===== src/rtl/pflash_pkg.sv =====
package pflash_pkg;

    // Word-select bits inside one page (8 words per page)
    localparam int unsigned WORD_SEL_BITS = 3;

    typedef enum logic [0:0] {
        ST_IDLE   = 1'b0,
        ST_ACCESS = 1'b1
    } rd_state_e;

    // Cycles to hold output enable low: a zero request counts as one
    function automatic int unsigned eff_wait(input int unsigned req);
        return (req == 0) ? 1 : req;
    endfunction

endpackage


===== src/rtl/pflash_page_tag.sv =====
module pflash_page_tag #(
    parameter int unsigned TW = 21
) (
    input  logic          clk,
    input  logic          rst,
    input  logic          set_en,
    input  logic [TW-1:0] set_page,
    input  logic          clr_en,
    input  logic [TW-1:0] query_page,
    output logic          hit,
    output logic          tag_valid
);
    logic [TW-1:0] tag_q;
    logic          valid_q;

    always_ff @(posedge clk) begin
        if (rst) begin
            valid_q <= 1'b0;
            tag_q   <= '0;
        end else if (clr_en) begin
            valid_q <= 1'b0;
        end else if (set_en) begin
            valid_q <= 1'b1;
            tag_q   <= set_page;
        end
    end

    assign tag_valid = valid_q;
    assign hit       = valid_q && (tag_q == query_page);

    AST_CLR_DROPS_TAG: assert property (@(posedge clk) disable iff (rst)
        clr_en |=> !tag_valid);

    AST_SET_OPENS_TAG: assert property (@(posedge clk) disable iff (rst)
        (set_en && !clr_en) |=> (tag_valid && tag_q == $past(set_page)));

endmodule


===== src/rtl/pflash_wait_cnt.sv =====
module pflash_wait_cnt #(
    parameter int unsigned CW = 8
) (
    input  logic          clk,
    input  logic          rst,
    input  logic          load,
    input  logic [CW-1:0] load_val,
    input  logic          run,
    output logic          zero
);
    logic [CW-1:0] cnt_q;

    always_ff @(posedge clk) begin
        if (rst) begin
            cnt_q <= '0;
        end else if (load) begin
            cnt_q <= (load_val == '0) ? '0 : load_val - 1'b1;
        end else if (run && cnt_q != '0) begin
            cnt_q <= cnt_q - 1'b1;
        end
    end

    assign zero = (cnt_q == '0);

    AST_CNT_STEPS_DOWN: assert property (@(posedge clk) disable iff (rst)
        (run && !load && !zero) |=> (cnt_q == $past(cnt_q) - 1'b1));

endmodule


===== src/rtl/pflash_idle_timer.sv =====
module pflash_idle_timer #(
    parameter int unsigned IW = 8
) (
    input  logic          clk,
    input  logic          rst,
    input  logic          start,
    input  logic          tick,
    input  logic [IW-1:0] limit,
    output logic          expire
);
    logic [IW-1:0] cnt_q;

    always_ff @(posedge clk) begin
        if (rst) begin
            cnt_q <= '0;
        end else if (start) begin
            cnt_q <= {{(IW-1){1'b0}}, 1'b1};
        end else if (tick && cnt_q < limit) begin
            cnt_q <= cnt_q + 1'b1;
        end
    end

    assign expire = tick && (cnt_q >= limit);

    AST_IDLE_NO_WRAP: assert property (@(posedge clk) disable iff (rst)
        (tick && !start) |=> (cnt_q >= $past(cnt_q)));

endmodule


===== src/rtl/pflash_rd_ctrl.sv =====
module pflash_rd_ctrl
    import pflash_pkg::*;
#(
    parameter int unsigned AW = 24,
    parameter int unsigned DW = 16,
    parameter int unsigned CW = 8,
    parameter int unsigned IW = 8
) (
    input  logic          clk,
    input  logic          rst,
    input  logic [CW-1:0] full_wait,
    input  logic [CW-1:0] page_wait,
    input  logic [IW-1:0] idle_limit,
    input  logic          req_valid,
    input  logic [AW-1:0] req_addr,
    output logic          req_ready,
    output logic          rsp_valid,
    output logic [DW-1:0] rsp_data,
    output logic          flash_cs_n,
    output logic          flash_oe_n,
    output logic          flash_we_n,
    output logic [AW-1:0] flash_addr,
    input  logic [DW-1:0] flash_dq
);
    localparam int unsigned TW = AW - WORD_SEL_BITS;

    rd_state_e     state_q;
    logic [AW-1:0] addr_q;
    logic          cs_n_q;
    logic          oe_n_q;
    logic          rv_q;
    logic [DW-1:0] rd_q;

    logic          accept;
    logic          busy;
    logic          done;
    logic          cnt_zero;
    logic          page_hit;
    logic          page_open;
    logic          idle_tick;
    logic          idle_expire;
    logic          release_cs;
    logic [CW-1:0] wait_sel;

    assign busy      = (state_q == ST_ACCESS);
    assign accept    = req_valid && !busy;
    assign done      = busy && cnt_zero;
    assign wait_sel  = page_hit ? page_wait : full_wait;
    assign idle_tick = !busy && !cs_n_q && !req_valid;
    assign release_cs = (done && idle_limit == '0) || idle_expire;

    pflash_page_tag #(.TW(TW)) u_tag (
        .clk        (clk),
        .rst        (rst),
        .set_en     (done),
        .set_page   (addr_q[AW-1:WORD_SEL_BITS]),
        .clr_en     (release_cs),
        .query_page (req_addr[AW-1:WORD_SEL_BITS]),
        .hit        (page_hit),
        .tag_valid  (page_open)
    );

    pflash_wait_cnt #(.CW(CW)) u_wait (
        .clk      (clk),
        .rst      (rst),
        .load     (accept),
        .load_val (wait_sel),
        .run      (busy),
        .zero     (cnt_zero)
    );

    pflash_idle_timer #(.IW(IW)) u_idle (
        .clk    (clk),
        .rst    (rst),
        .start  (done),
        .tick   (idle_tick),
        .limit  (idle_limit),
        .expire (idle_expire)
    );

    always_ff @(posedge clk) begin
        if (rst) begin
            state_q <= ST_IDLE;
            addr_q  <= '0;
            cs_n_q  <= 1'b1;
            oe_n_q  <= 1'b1;
            rv_q    <= 1'b0;
            rd_q    <= '0;
        end else begin
            rv_q <= 1'b0;
            if (accept) begin
                state_q <= ST_ACCESS;
                addr_q  <= req_addr;
                cs_n_q  <= 1'b0;
                oe_n_q  <= 1'b0;
            end else if (done) begin
                state_q <= ST_IDLE;
                oe_n_q  <= 1'b1;
                rv_q    <= 1'b1;
                rd_q    <= flash_dq;
                if (release_cs) cs_n_q <= 1'b1;
            end else if (release_cs) begin
                cs_n_q <= 1'b1;
            end
        end
    end

    assign req_ready  = !busy;
    assign rsp_valid  = rv_q;
    assign rsp_data   = rd_q;
    assign flash_cs_n = cs_n_q;
    assign flash_oe_n = oe_n_q;
    assign flash_we_n = 1'b1;
    assign flash_addr = addr_q;

    AST_OE_NEEDS_CS: assert property (@(posedge clk) disable iff (rst)
        !flash_oe_n |-> !flash_cs_n);

    AST_ADDR_HELD: assert property (@(posedge clk) disable iff (rst)
        (!flash_oe_n && !$past(flash_oe_n)) |-> $stable(flash_addr));

    AST_BUSY_NOT_READY: assert property (@(posedge clk) disable iff (rst)
        !flash_oe_n |-> !req_ready);

    AST_RSP_ONE_PULSE: assert property (@(posedge clk) disable iff (rst)
        rsp_valid |=> !rsp_valid);

    AST_RSP_AFTER_OE: assert property (@(posedge clk) disable iff (rst)
        rsp_valid |-> (flash_oe_n && !$past(flash_oe_n)));

    AST_CS_RISE_CLOSES_PAGE: assert property (@(posedge clk) disable iff (rst)
        $rose(flash_cs_n) |-> !page_open);

endmodule


===== config.mk =====
export PLATFORM = sky130hd
export DESIGN_NAME = pflash_rd_ctrl
export DESIGN_NICKNAME = d
export VERILOG_FILES = /design/src/rtl/pflash_pkg.sv /design/src/rtl/pflash_page_tag.sv /design/src/rtl/pflash_wait_cnt.sv /design/src/rtl/pflash_idle_timer.sv /design/src/rtl/pflash_rd_ctrl.sv
export SDC_FILE = /design/constraint.sdc
export NUM_CORES = 1
export LEC_CHECK = 0
export ABC_AREA = 1
export CORE_AREA = 10 10 118 93
export CTS_CLUSTER_DIAMETER = 50
export DETAILED_ROUTE_END_ITERATION = 16
export DIE_AREA = 0 0 128 103
export PLACE_DENSITY = 0.81
export SLEW_MARGIN = 0
export SYNTH_ARGS = -nofsm -noshare
export SYNTH_HDL_FRONTEND = slang
export SYNTH_SLANG_ARGS = --single-unit
export TNS_END_PERCENT = 100

===== constraint.sdc =====
create_clock -name clk -period 3.3 [get_ports clk]
set_input_delay 0.66 -clock clk [delete_from_list [all_inputs] [get_ports clk]]
set_output_delay 0.66 -clock clk [all_outputs]
set_load 0.005 [all_outputs]

### Word level (Yosys, flattened, before mapping)

Cells that the tools add are included.

* output and inout bits: 45
* word-level logic and storage cells: 58
* register bits after elaboration: 82

* reduce and logical (&&, ||, !) cells: 26
* $lt $le $gt $ge: 2
* add/subtract/negate cells: 3
* equal/unequal tests: 1
* bitwise logic cells: 2
* multiplexer cells: 13

Operators by type and width (number)
* 2-to-1 mux 8 bit: 4
* logical NOT 8 bit: 3
* equality test 21 bit: 1
* subtractor 8 x 1 -> 8 bit, second input constant: 2
* logical AND 1 bit: 9
* 2-to-1 mux 1 bit: 9
* adder 8 x 1 -> 8 bit, second input constant: 1
* >= comparator 8 bit: 1
* < comparator 8 bit: 1
* nonzero test 2 bit: 4
* nonzero test 8 bit: 1
* OR reduction 2 bit: 3
* AND reduction 2 bit: 2
* logical NOT 1 bit: 3
* NOT 1 bit: 2
* logical OR 1 bit: 1

### Logic depth before layout (Yosys ltp)

* depth after elaboration: 7
* gate-level depth with buffers: 18

### By module

A second synthesis with hierarchy kept.

* cell total of the unflattened synthesis: 600
* area total of the unflattened synthesis: 4291.6 µm²

Modules (own cells, without submodules)
* pflash_rd_ctrl: cells an instance 179, instances 1, area an instance 1607.8 µm²
* pflash_page_tag: cells an instance 182, instances 1, area an instance 1211.2 µm²
* pflash_wait_cnt: cells an instance 147, instances 1, area an instance 804.5 µm²
* pflash_idle_timer: cells an instance 92, instances 1, area an instance 668.1 µm²

### Worst setup path before layout

OpenSTA, ideal clock, no wires.

* path kind: input port to flip-flop
* start point: input req_addr[8]
* end point: register u_wait.cnt_q[7]
* path slack: 812 ps
* setup time: 60 ps
* cell stages on the path: 17
* arrival time: 2428 ps
* cells stage by stage: inv_1 > nand2_1 > nand2_1 > nor2_1 > nand2_1 > nor2_1 > nand3_2 > o21ai_0 > inv_1 > ha_1 > nand2_2 > nor2_1 > a21oi_4 > nand3_1 > nand2_1 > nand2_1 > nand2_1

* longest elaborated chain between the ends: 6
* elaborated cells between the ends (all ways): 7

RTL lines
* start: declaration: RTL line pflash_rd_ctrl.sv:15 `input logic [AW-1:0] req_addr,`
* equality test 21 bit *: RTL line pflash_page_tag.sv:29 `assign hit = valid_q && (tag_q == query_page);`
* logical AND 1 bit *: RTL line pflash_page_tag.sv:29
* 2-to-1 mux 8 bit *: RTL line pflash_rd_ctrl.sv:48 `assign wait_sel = page_hit ? page_wait : full_wait;`
* subtractor 8 x 1 -> 8 bit or logical NOT 8 bit (tied branches): RTL line pflash_wait_cnt.sv:17 `cnt_q <= (load_val == '0) ? '0 : load_val - 1'b1;`
* 2-to-1 mux 8 bit *: RTL line pflash_wait_cnt.sv:17
* 2-to-1 mux 8 bit *: RTL line pflash_wait_cnt.sv:16 `end else if (load) begin`
* end signal: assignment: RTL line pflash_wait_cnt.sv:17
* end signal: assignment: RTL line pflash_wait_cnt.sv:19 `cnt_q <= cnt_q - 1'b1;`
* end: declaration: RTL line pflash_wait_cnt.sv:11 `logic [CW-1:0] cnt_q;`

Every way passes the cells marked *; elsewhere a longest branch is shown, timed or not.
A chain may end at the register's enable or synchronous reset.

### Final worst setup path

* start point: input req_addr[4]
* end point: register u_wait.cnt_q[6]

Same word-level chain as after synthesis.

==> reports/qor.yml <==
critical_path:
  critPathKind: "primary input to flip-flop"
  critical_path_arrival_ps: 3320
  end_kind: "flip-flop"
  crit_required_ps: 3560
  critPathBufInv: 3
  worst_path_max_delay_cell: "clkdlybuf4s50_1"
  crit_chain: "clkdlybuf4s50_1, inv_1, nand2_1, nand2_1, nor2_1, nand2_1, nor2_1, nand3_2, o21ai_0, inv_1, ha_1, nand2_2, nor2_1, a21oi_4, o21ai_0, a21oi_1"
  cpPeakStageDelay_ps: 490
  crit_family: "simple AND/OR/NAND/NOR gates"
  critPathMaxFanout: 8
  start_kind: "primary input"
yosys:
  syn-num-nets: 678
  netlist-cell-type-count: 36
  yosys_most_used_dff: "dfxtp_1"
  ys_seq_area_share_pct: 38.75
  synth-seq-cells: 82
  synth_async_sr_flop_share_pct: 0
  synthCells: 600
  avgSynthCellArea_um2: 7.061
  yosysWarnings: 0
  synth_area_mm2: 0.004237
  synth-edff-count: 0
power_and_ir_drop:
  seq_power_share_pct: 41.5
  power.density_mw_per_mm2: 483.4
  p_sw_share_pct: 29.32
  switchingPower_mw: 0.8157
  p_int_mw: 1.966
  ir_worst_vdd_mv: 0.2797
  p_comb_share_pct: 22.6
  clkPwrFrac_pct: 36.0
  p_leak_nw: 2.567
clock_tree:
  clkLatencyLatePin_ps: 340
  clk_pin_slew_ps: 60
  tritoncts: "done"
  clk_path_buf_depth: 2
  postCtsSetupRepairBufs: 0
  cts.repair.resized: 0
  cts_buffers: 9
  holdBufCountCts: 0
  clockRootBuffer: "clkbuf_16"
  htree_levels: 3
  cts_num_sinks: 82
grt:
  grt_overflow: 0
  grt_max_degree: 43
  grtUsageTotal_pct: 18.67
  grt_pass1_wl_mm: 20.16
  top_usage_layer: "met2"
  grtUsageMet2_pct: 32.59
  grt.met1_usage_pct: 22.29
  antenna_found_initial: 0
  use_met3_pct: 4.317
  grt_pass1_vias: 4305
run:
  cap_violations: 0
hold_path:
  hold_class: "flip-flop to flip-flop"
final_layout:
  area_delta_synth_final_pct: 35.82
  drive_gt1_share_pct: 7.682
  final_nets: 789
  fillers: 746
  final_util_pct: 65.51
  fin_cells: 828
  diodes: 0
routing:
  via_count: 4358
  dr.pass1.iters: 5
  final_antenna_net_count: 0
  wl_mm: 12.60
  drcViolationCount: 0
  viasPerCell: 5.263
  post_drt_wl_per_cell_um: 15.21
  drt-initial-drc-count: 384
placed_design:
  finalWeightedCongestion: 0.9773
  io_buffer_count: 110
  dp.cells: 812
  dp_hpwl_mm: 9.579
die:
  dieArea_mm2: 0.01318
  die_w_um: 128
  die_h_um: 103
  placement_rows: 30
  initial_core_util_pct: 48.23
  ios: 112
  core_area_mm2: 0.008783
timing:
  worstMarginPinSlew_ps: 856.3
  relSlewSlack_pct: 42.49
  skew_ps: 9.675
  hold_violations: 0
  drv_slew: 0
  rsz0062_at_grt: "false"
  finalCritPeriodShare_pct: 92.62
  setup_viol: 0
  finalCriticalPeriod_ps: 3056
  max_freq_mhz: 327.2
run_status:
  status: "finished clean"
## metal layers
| metal | vias to the layer above | routed length (µm) |
|---|---|---|
| met3 | 21 | 907 |
| met5 | - | 0 |
| met1 | 2025 | 5232 |
| met4 | 0 | 177 |
| li1 | 2150 | - |
| met2 | 162 | 6278 |
## cell type report
| cell class | instances | area, µm² | area share [%] |
|---|---|---|---|
| Clock buffer | 10 | 229.0 | 3.979 |
| Clock inverter | 6 | 67.56 | 1.174 |
| Inverter | 92 | 345.3 | 6.001 |
| Multi-Input combinational cell | 406 | 2142 | 37.23 |
| Sequential cell | 82 | 1642 | 28.53 |
| Tap cell | 112 | 140.1 | 2.435 |
| Timing Repair Buffer | 120 | 1189 | 20.66 |
## metrics by stage
stage	TNS [ps]	hold slack [ps]	area (µm²)	power, mW	worst slack (ps)
detailed placement	-46.41	446.6	5458	1.791	-19.88
floorplan	0	443.0	4237	1.525	812.2
finish	0	456.6	5754	2.782	243.5
CTS	0	456.8	5754	2.786	297.0
global placement	0	442.7	5458	1.771	62.26
global route	0	475.6	5754	2.915	67.52
## state kept, by name (all words and copies together), names as in the netlist
name	flops
u_idle.cnt_q	8
flash_cs_n	1
u_wait.cnt_q	8
busy	1
rsp_data	16
u_tag.tag_q	21
rsp_valid	1
flash_oe_n	1
flash_addr	24
u_tag.tag_valid	1
## synthesized netlist by cell type (2+ instances only)
master / instances / area (µm²)
ha_1: 11 / 137.6
a31oi_1: 2 / 12.51
clkbuf_1: 13 / 48.80
a211oi_1: 3 / 22.52
nand3b_1: 2 / 15.01
nor3_1: 4 / 20.02
a22o_1: 16 / 140.1
o21ai_0: 38 / 190.2
buf_4: 2 / 15.01
nand3_2: 2 / 20.02
inv_1: 90 / 337.8
buf_6: 3 / 33.78
nand2_1: 138 / 518.0
nor2_1: 86 / 322.8
nand3_1: 11 / 55.05
a211oi_2: 19 / 237.7
buf_2: 2 / 10.01
nor2_2: 2 / 12.51
nand4_1: 9 / 56.30
nor4_1: 3 / 18.77
o21a_1: 3 / 22.52
dfxtp_1: 82 / 1642
or2_2: 2 / 12.51
a21oi_1: 45 / 225.2
## placed cells by master, fill, tap and decap left out, types with 2 or more instances in the layout
cell type,instances
nor3_1,4
clkbuf_16,9
a211oi_2,19
nor2_2,2
nand4_1,9
clkinvlp_4,2
o21ai_0,38
nand3b_1,2
nand3_2,2
or2_2,2
nand2_1,138
nor4_1,3
dfxtp_1,82
nand3_1,11
a22o_1,16
a31oi_1,2
inv_1,90
buf_4,9
clkdlybuf4s50_1,110
a21oi_1,45
o21a_1,3
a211oi_1,3
nor2_1,86
clkinv_4,2
ha_1,11
## final timing paths
kind / slack (ps) / depth (start not counted) / end / startpoint
max: 240 / 16 / u_wait.cnt_q[6] / req_addr[4]
min: 460 / 2 / flash_oe_n / flash_oe_n
max reg2reg: 750 / 15 / u_wait.cnt_q[6] / u_tag.tag_q[6]
min reg2reg: 460 / 2 / flash_oe_n / flash_oe_n
## power by group through the flow
stage	Sequential (mW)	Combinational (mW)	Clock, mW
3_5_place_dp	1.17	0.619	0
4_1_cts	1.15	0.627	1.01
6_report	1.15	0.628	1.00
3_3_place_gp	1.17	0.603	0
2_1_floorplan	1.16	0.367	0
5_1_grt	1.17	0.697	1.05
## kinds of logic after synthesis
kind of cell / share of synthesized area [%]
compound gates: 20.64
xor+xnor: 0.4135
fa+ha+maj: 3.249
buf+inv: 10.69
flops: 38.75
other cells: 0.08852
simple gates: 26.17
## worst min-delay path, cell delays in order, from the launching register on
cell     delay, ps
dfxtp_1        310
nand2_1         60
nand2_1         40
Note: power is estimated with default switching activity, not from simulation.
